--- src/rtl/ect_pkg.sv ---
package ect_pkg;
  localparam int NUM_CH = 4;
  localparam int ADDR_W = 4;

  typedef enum logic [1:0] {
    EDGE_OFF  = 2'b00,
    EDGE_RISE = 2'b01,
    EDGE_FALL = 2'b10,
    EDGE_BOTH = 2'b11
  } edge_mode_e;

  localparam logic [ADDR_W-1:0] A_CTRL  = 4'd0;
  localparam logic [ADDR_W-1:0] A_FLAGS = 4'd1;
  localparam logic [ADDR_W-1:0] A_IRQEN = 4'd2;
  localparam logic [ADDR_W-1:0] A_DMAEN = 4'd3;
  localparam logic [ADDR_W-1:0] A_CAP0  = 4'd4;
  localparam logic [ADDR_W-1:0] A_CNT   = 4'd8;

  // control word: edge codes in the low 2*NUM_CH bits, then the strobe select
  localparam int CTRL_W = 2 * NUM_CH + 1;
  localparam int CMSEL_BIT = 2 * NUM_CH;
  // flag word: one bit per channel, overflow on top
  localparam int FLAG_W = NUM_CH + 1;
endpackage

--- src/rtl/ect_sync_edge.sv ---
module ect_sync_edge
  import ect_pkg::*;
#(
  parameter int STAGES = 2
) (
  input  logic       clk,
  input  logic       rst_n,
  input  logic       pin,
  input  edge_mode_e mode,
  output logic       hit
);
  // STAGES flops of synchronizer plus one history flop for edge detection
  logic [STAGES:0] pipe_q;
  logic cur, prev, rise, fall;

  always_ff @(posedge clk) begin
    if (!rst_n) pipe_q <= '0;
    else        pipe_q <= {pipe_q[STAGES-1:0], pin};
  end

  assign cur  = pipe_q[STAGES-1];
  assign prev = pipe_q[STAGES];
  assign rise = cur & ~prev;
  assign fall = ~cur & prev;

  always_comb begin
    unique case (mode)
      EDGE_RISE: hit = rise;
      EDGE_FALL: hit = fall;
      EDGE_BOTH: hit = rise | fall;
      default:   hit = 1'b0;
    endcase
  end
endmodule

--- src/rtl/ect_counter.sv ---
module ect_counter #(
  parameter int W = 32
) (
  input  logic         clk,
  input  logic         rst_n,
  input  logic         en,
  output logic [W-1:0] cnt,
  output logic         wrap
);
  assign wrap = en && (cnt == '1);

  always_ff @(posedge clk) begin
    if (!rst_n)  cnt <= '0;
    else if (en) cnt <= cnt + 1'b1;
  end
endmodule

--- src/rtl/ect_capture_reg.sv ---
module ect_capture_reg #(
  parameter int W = 32
) (
  input  logic         clk,
  input  logic         rst_n,
  input  logic         trig,
  input  logic [W-1:0] din,
  output logic [W-1:0] q
);
  always_ff @(posedge clk) begin
    if (!rst_n)    q <= '0;
    else if (trig) q <= din;
  end
endmodule

--- src/rtl/ect_regs.sv ---
module ect_regs
  import ect_pkg::*;
#(
  parameter int REG_W = 32
) (
  input  logic                clk,
  input  logic                rst_n,
  input  logic                wr_en,
  input  logic [ADDR_W-1:0]   wr_addr,
  input  logic [REG_W-1:0]    wr_data,
  input  logic [NUM_CH-1:0]   cap_evt,
  input  logic                ovf_evt,
  output logic [2*NUM_CH-1:0] modes,
  output logic                cmsel,
  output logic [FLAG_W-1:0]   flags,
  output logic [FLAG_W-1:0]   irq_en,
  output logic [NUM_CH-1:0]   dma_en
);
  logic [CTRL_W-1:0] ctrl_q;
  logic [FLAG_W-1:0] flag_set, flag_clr;
  logic unused_wr_hi;

  assign unused_wr_hi = ^wr_data[REG_W-1:CTRL_W];

  assign flag_set = {ovf_evt, cap_evt};
  assign flag_clr = (wr_en && wr_addr == A_FLAGS) ? wr_data[FLAG_W-1:0] : '0;

  always_ff @(posedge clk) begin
    if (!rst_n) begin
      ctrl_q <= '0;
      flags  <= '0;
      irq_en <= '0;
      dma_en <= '0;
    end else begin
      // a set event at the same edge as a clear keeps the flag
      flags <= (flags & ~flag_clr) | flag_set;
      if (wr_en) begin
        unique case (wr_addr)
          A_CTRL:  ctrl_q <= wr_data[CTRL_W-1:0];
          A_IRQEN: irq_en <= wr_data[FLAG_W-1:0];
          A_DMAEN: dma_en <= wr_data[NUM_CH-1:0];
          default: ;
        endcase
      end
    end
  end

  assign modes = ctrl_q[2*NUM_CH-1:0];
  assign cmsel = ctrl_q[CMSEL_BIT];
endmodule

--- src/rtl/ect_capture_timer.sv ---
module ect_capture_timer
  import ect_pkg::*;
#(
  parameter int CNT_W       = 32,
  parameter int REG_W       = 32,
  parameter int SYNC_STAGES = 2
) (
  input  logic              clk,
  input  logic              rst_n,
  input  logic              cnt_en,
  input  logic [3:0]        cap_pin,
  input  logic              cmp_match,
  input  logic              wr_en,
  input  logic [3:0]        wr_addr,
  input  logic [REG_W-1:0]  wr_data,
  input  logic [3:0]        rd_addr,
  output logic [REG_W-1:0]  rd_data,
  output logic [3:0]        cap_irq,
  output logic [3:0]        cap_dma,
  output logic              ovf_irq
);
  localparam int LAST = NUM_CH - 1;

  logic [CNT_W-1:0]    cnt_q;
  logic                cnt_wrap;
  logic [2*NUM_CH-1:0] modes_q;
  logic                cmsel_q;
  logic [FLAG_W-1:0]   flags_q;
  logic [FLAG_W-1:0]   irq_en_q;
  logic [NUM_CH-1:0]   dma_en_q;
  logic [NUM_CH-1:0]   pin_hit;
  logic [NUM_CH-1:0]   trig;
  logic [CNT_W-1:0]    cap_q [NUM_CH];

  ect_counter #(.W(CNT_W)) u_cnt (
    .clk  (clk),
    .rst_n(rst_n),
    .en   (cnt_en),
    .cnt  (cnt_q),
    .wrap (cnt_wrap)
  );

  for (genvar i = 0; i < NUM_CH; i++) begin : g_ch
    ect_sync_edge #(.STAGES(SYNC_STAGES)) u_edge (
      .clk  (clk),
      .rst_n(rst_n),
      .pin  (cap_pin[i]),
      .mode (edge_mode_e'(modes_q[2*i +: 2])),
      .hit  (pin_hit[i])
    );

    if (i == LAST) begin : g_strobe
      // the last channel can be handed to the compare-match strobe
      assign trig[i] = cmsel_q ? cmp_match : pin_hit[i];
    end else begin : g_pin
      assign trig[i] = pin_hit[i];
    end

    ect_capture_reg #(.W(CNT_W)) u_cap (
      .clk  (clk),
      .rst_n(rst_n),
      .trig (trig[i]),
      .din  (cnt_q),
      .q    (cap_q[i])
    );
  end

  ect_regs #(.REG_W(REG_W)) u_regs (
    .clk    (clk),
    .rst_n  (rst_n),
    .wr_en  (wr_en),
    .wr_addr(wr_addr),
    .wr_data(wr_data),
    .cap_evt(trig),
    .ovf_evt(cnt_wrap),
    .modes  (modes_q),
    .cmsel  (cmsel_q),
    .flags  (flags_q),
    .irq_en (irq_en_q),
    .dma_en (dma_en_q)
  );

  assign cap_irq = flags_q[NUM_CH-1:0] & irq_en_q[NUM_CH-1:0];
  assign cap_dma = flags_q[NUM_CH-1:0] & dma_en_q;
  assign ovf_irq = flags_q[NUM_CH] & irq_en_q[NUM_CH];

  always_comb begin
    rd_data = '0;
    unique case (rd_addr)
      A_CTRL:  rd_data[CTRL_W-1:0] = {cmsel_q, modes_q};
      A_FLAGS: rd_data[FLAG_W-1:0] = flags_q;
      A_IRQEN: rd_data[FLAG_W-1:0] = irq_en_q;
      A_DMAEN: rd_data[NUM_CH-1:0] = dma_en_q;
      A_CNT:   rd_data[CNT_W-1:0]  = cnt_q;
      default: begin
        for (int i = 0; i < NUM_CH; i++) begin
          if (rd_addr == A_CAP0 + ADDR_W'(i)) rd_data[CNT_W-1:0] = cap_q[i];
        end
      end
    endcase
  end
endmodule

--- config.mk ---
export PLATFORM = sky130hd
export DESIGN_NAME = ect_capture_timer
export DESIGN_NICKNAME = d
export VERILOG_FILES = /design/src/rtl/ect_pkg.sv /design/src/rtl/ect_sync_edge.sv /design/src/rtl/ect_counter.sv /design/src/rtl/ect_capture_reg.sv /design/src/rtl/ect_regs.sv /design/src/rtl/ect_capture_timer.sv
export SDC_FILE = /design/constraint.sdc
export NUM_CORES = 1
export LEC_CHECK = 0
export BUFFER_PORTS_ARGS = -buffer_cell sky130_fd_sc_hd__buf_4
export CAP_MARGIN = 20
export CORE_UTILIZATION = 30
export CTS_CLUSTER_DIAMETER = 100
export DETAILED_ROUTE_END_ITERATION = 6
export GPL_ROUTABILITY_DRIVEN = 0
export GPL_TIMING_DRIVEN = 0
export SETUP_SLACK_MARGIN = 0.1
export SYNTH_ARGS = -nofsm -noshare
export SYNTH_HDL_FRONTEND = slang
export SYNTH_SLANG_ARGS = --single-unit
--- constraint.sdc ---
create_clock -name clk -period 4 [get_ports clk]
set_input_delay 1 -clock clk [delete_from_list [all_inputs] [get_ports clk]]
set_output_delay 1 -clock clk [all_outputs]
set_load 0.005 [all_outputs]
* After elaboration in Yosys (flattened, before gate mapping)
Index checks and enable logic that the tools add are counted.
** Word-level totals
- Register bits after elaboration :: 195
- Bits of input ports :: 49
- Logic and storage cells :: 87
** Operators by class
- Add/sub/neg operators :: 1
- Reduce and logical (&&, ||, !) cells :: 9
- Bitwise gates (word level) :: 26
- Muxes and demuxes :: 14
- Equality and inequality tests :: 24
** Operators with widths (count)
- $mux 32 :: 4
- $pmux 23 s2 :: 1
- $add 32x1->32 const B :: 1
- $eq 32x32->1 const B :: 1
- $pmux 4 s5 :: 1
- $eq 2x2->1 const B :: 8
- $eq 4x2->1 const B :: 4
- $eq 4x3->1 const B :: 4
- $pmux 1 s3 :: 4
- $pmux 4 s3 :: 1
- $and 1x1->1 :: 9
- $and 4x4->4 :: 2
- $eq 2x1->1 const B :: 4
- $eq 4x1->1 const B :: 2
- $logic_not 4->1 :: 2
- $not 1->1 :: 8
- $reduce_and 2->1 :: 3
- $and 5x5->5 :: 1
- $mux 5 :: 1
- $not 5->5 :: 1
- $or 5x5->5 :: 1
- $pmux 1 s5 :: 1
- $eq 4x4->1 const B :: 1
- $or 1x1->1 :: 4
- 4 further kinds :: 5

* Logic depth before layout (Yosys ltp)
- Word-level depth :: 6
- Gate-level depth with buffers :: 8
- Depth with buffers taken out :: 6

* By module
From an unflattened synthesis, not the netlist that was laid out.
** Unflattened totals
- Cell total of the unflattened synthesis :: 1031
- Area, all modules :: 9715.6 µm²
** By module, submodules not included
- ect_capture_reg :: cells each 103, area each 1243.7 µm², times used 4
- ect_capture_timer :: cells each 282, area each 1712.9 µm², times used 1
- ect_counter :: cells each 183, area each 1575.3 µm², times used 1
- ect_regs :: cells each 94, area each 902.1 µm², times used 1
- ect_sync_edge :: cells each 15, area each 137.6 µm², times used 4

* Least setup slack after synthesis
No wires, ideal clock.
- Kind :: input to output
- Start :: input rd_addr[0]
- End :: output rd_data[13]
- Buffers on the path :: 3
- Arrival :: 2.460 ns
- Stages :: 7
- Path slack :: 0.540 ns
- Cells stage by stage :: buf_2 > or2_1 > clkbuf_1 > nor3_1 > clkbuf_1 > a22oi_1 > o21ai_1
** On the way
- Cells in the longest elaborated chain, start to end :: 6
- Elaborated cells between the ends (all ways) :: 15
** Ends and longest elaborated chain
- from (decl) :: line ect_capture_timer.sv:16 : input logic [3:0] rd_addr,
- $eq 4x3->1 :: line ect_capture_timer.sv:97 : if (rd_addr == A_CAP0 + ADDR_W'(i)) rd_data[CNT_W-1:0] = cap_q[i];
- $mux 32 (4 in a row) :: line ect_capture_timer.sv:97
- $pmux 23 s2 * :: line ect_capture_timer.sv:89 : unique case (rd_addr)
- to (decl) :: line ect_capture_timer.sv:17 : output logic [REG_W-1:0] rd_data,
Every way passes the cells marked *; elsewhere a longest branch is shown, timed or not.

* Worst setup path in the final report
- Start :: input rd_addr[1]
- End :: output rd_data[29]
Same word-level chain as after synthesis.

==> results.yml <==
die:
  num_io_pins: 90
  core-area_sq_um: 30000
  start_util_pct: 30.8
  die_area_sq_um: 31500
  die_width_um: 177
  fp.dieH_um: 177
  rows: 63
cts:
  cts-root-buf: "clkbuf_16"
  clock_latency_ns: 0.44
  cts_tree: "built"
  cts_max_path_buffers: 2
  clk_pin_slew_ns: 0.07
  htreeDepth: 4
  clock-sinks: 195
  cts_buffers: 17
route:
  vias: 8552
  route.detailed.drc: 0
  viasPerCell: 5.48
  wirelength_um: 31700
  antenna_left: 0
  drt_iter0_drc: 878
  dr.pass1.iters: 6
  wl_per_cell_um: 20.3
job:
  maxCapViolCount: 0
grt:
  grt-ovfl-total: 0
  grt_max_degree: 17
  grt_pass1_wl_um: 48300
  antenna_found_initial: 0
  grt_use_total_pct: 20.4
  grt_pass1_vias: 8177
layout:
  multi_input_area_sq_um: 4830
  final_common_cell: "dfxtp_1"
  nets: 1218
  area.growth.synth_to_final_pct: 18.1
  fin_area_sq_um: 10900
  antenna_cells: 0
  final_util_pct: 36.4
  drive_gt1_share_pct: 13.1
  fillerInstances: 3095
  seq_area_sq_um: 3900
  layout_common_cells: "dfxtp_1, mux2i_1, a21oi_1, nand2_1, nand3_1"
pwr:
  power_density_nw_per_um2: 371
  leakage_nw: 3.94
  ir_drop_uv: 308
synthesis:
  synth_top_flop_cell: "dfxtp_1"
  synthAdderAreaFrac_pct: 1.22
  synth_compound_area_share_pct: 16.0
  synth-seq-cells: 195
  synthSimpleGateAreaFrac_pct: 18.0
  syn_avg_cell_area_sq_um: 8.59
  syn_area_sq_um: 9230
  yosys.area.top_type: "dfxtp_1"
  synth_top_cell_area_share_pct: 42.3
  ys_warn_count: 0
  syn_inst: 1075
  async_reset_ff_share_pct: 0
  synth_top_family_by_area: "simple AND/OR/NAND/NOR gates"
  seq_area_frac_synth_pct: 42.3
  synthTopCellsByArea: "dfxtp_1, mux2i_1, a21oi_1"
  syn-num-nets: 1133
  yosysUniqueCellTypes: 46
  synthXorXnorAreaFrac_pct: 0.949
  muxShareOfSynthArea_pct: 15.9
  synth-edff-count: 0
sta:
  fin_crit_sh_pct: 94.2
  tns_ns: 0
  worst_pin_slew_ns: 0.884
  finalWorstSetupSlack_ns: 0.232
  fmax_mhz: 265
  hold_viol_final: 0
  drv_slew: 0
  min_period_ns: 3.77
  finalSetupViolCount: 0
  finClkSkew_ns: 0.0105
  slew_headroom_pct: 40.8
  rsz0062_at_grt: "false"
worst_setup_path:
  crit_top_cell: "clkbuf_2"
  crit_chain: "clkbuf_1 -> clkbuf_2 -> and3_1 -> clkbuf_2 -> a22oi_1 -> o21ai_1 -> buf_4"
  slowest_stage: "clkbuf_2"
  crit_type: "in -> out"
  critical_path.startpoint: "rd_addr[1]"
  rr_worst_depth: 6
  cpPeakStageDelay_ns: 0.37
  crit_buf_inv: 4
  cp_top_family: "buffers and inverters"
  critPathLaunchType: "input port"
  critPathArrivalTime_ns: 2.77
  endpoint_kind: "output pin"
  rr_endpoint: "u_cnt.cnt[20]$_SDFFE_PN0P_"
  r2r_setup_slack_ns: 1.42
  r2r-start: "u_cnt.cnt[1]$_SDFFE_PN0P_"
  path_max_fanout: 10
  required_ns: 3.00
placement:
  pre_cts_slack_ns: -0.554
  hpwl_um: 21500
  port_buffers: 64
  placed_area_sq_um: 10200
hold_path:
  worstHoldEndpoint: "g_ch[2].u_edge.pipe_q[1]$_SDFF_PN0_"
  hold_depth: 1
  min_path_type: "reg -> reg"
  hold_start: "g_ch[2].u_edge.pipe_q[0]$_SDFF_PN0_"
outcome:
  outcome: "complete, no violations"
## synthesized netlist by cell type (4+ instances only)
cell type	number
xnor2_1	5
nand3_1	83
ha_1	9
buf_4	5
nor2b_1	9
or2_1	4
mux4_2	18
nand4_1	9
a22o_1	10
a31oi_1	9
or3_1	6
a21oi_1	101
and3_1	7
o21ai_1	31
inv_1	13
o21ai_0	70
nand2_1	92
dfxtp_1	195
nand2b_1	8
buf_2	16
o31ai_1	11
mux2i_1	106
or4_1	14
xor2_1	5
nor3_1	7
and2_1	18
a22oi_1	19
clkbuf_1	85
nor2_1	81
## logic make-up (layout without fill, tap and decap cells)
logic type                 after synthesis  after routing
and+or+nand+nor                        347            347
AOI/OAI and AO/OA                      264            264
DFF                                    195            195
buffers and inverters                  126            223
muxes                                  124            124
xor gates and xnor gates                10             10
adders and majority gates                9              9
## worst max-delay path by stage
| stage | to | depth (start not counted) | slack [ns] |
|---|---|---|---|
| floorplan | rd_data[13] | 7 | 0.54 |
| global placement | rd_data[29] | 8 | -0.77 |
| detailed placement | rd_data[29] | 9 | -0.55 |
| CTS | rd_data[29] | 8 | 0.08 |
| global route | rd_data[13] | 9 | 0.11 |
| finish | rd_data[29] | 7 | 0.23 |
## sequential cells by signal, indices dropped and copies added (netlist names)
| register | flops |
|---|---|
| g_ch.u_cap.q | 128 |
| u_cnt.cnt | 32 |
| g_ch.u_edge.pipe_q | 12 |
| u_regs.ctrl_q | 9 |
| u_regs.irq_en | 5 |
| u_regs.dma_en | 4 |
| u_regs.flags | 5 |
## where the power goes
part | total [mW] | switching [mW] | internal, mW | leakage [nW]
Sequential | 1.96 | 0.00818 | 1.95 | 1.57
Clock | 1.87 | 0.783 | 1.08 | 0.311
Combinational | 0.221 | 0.155 | 0.0659 | 2.05
## layout make-up
| class | instances | share of cell area, % |
|---|---|---|
| clock inverter | 11 | 1.60 |
| buffer | 109 | 4.48 |
| multi-input combinational | 754 | 44.3 |
| sequential | 195 | 35.8 |
| timing repair buffer | 67 | 4.61 |
| inverter | 16 | 0.551 |
| tap | 390 | 4.48 |
| clock buffer | 20 | 4.19 |
## what timing repair did
item	CTS	global route
endpoints found under the setup margin	31	19
gates resized for setup	11	13
pin swaps	0	1
hold buffers	0	0
setup buffers	0	2
## layer usage
layer  track usage (%)  part of all wire, %  up-vias
li1                  -                    -     3979
met2              32.4                   45      379
met3              4.41                  7.7       62
met1              27.4                   44     4132
met5                 0                    0        -
met4              6.55                  2.6        0
## per-stage QoR
step | total power, mW | cells | hold slack, ns
floorplan | 2.11 | 1075 | 0.412
global placement | 2.21 | 1529 | 0.420
detailed placement | 2.22 | 1530 | 0.422
CTS | 4.05 | 1561 | 0.443
global route | 4.15 | 1562 | 0.459
finish | 4.04 | 1562 | 0.435
(Power assumes the default switching activity.)
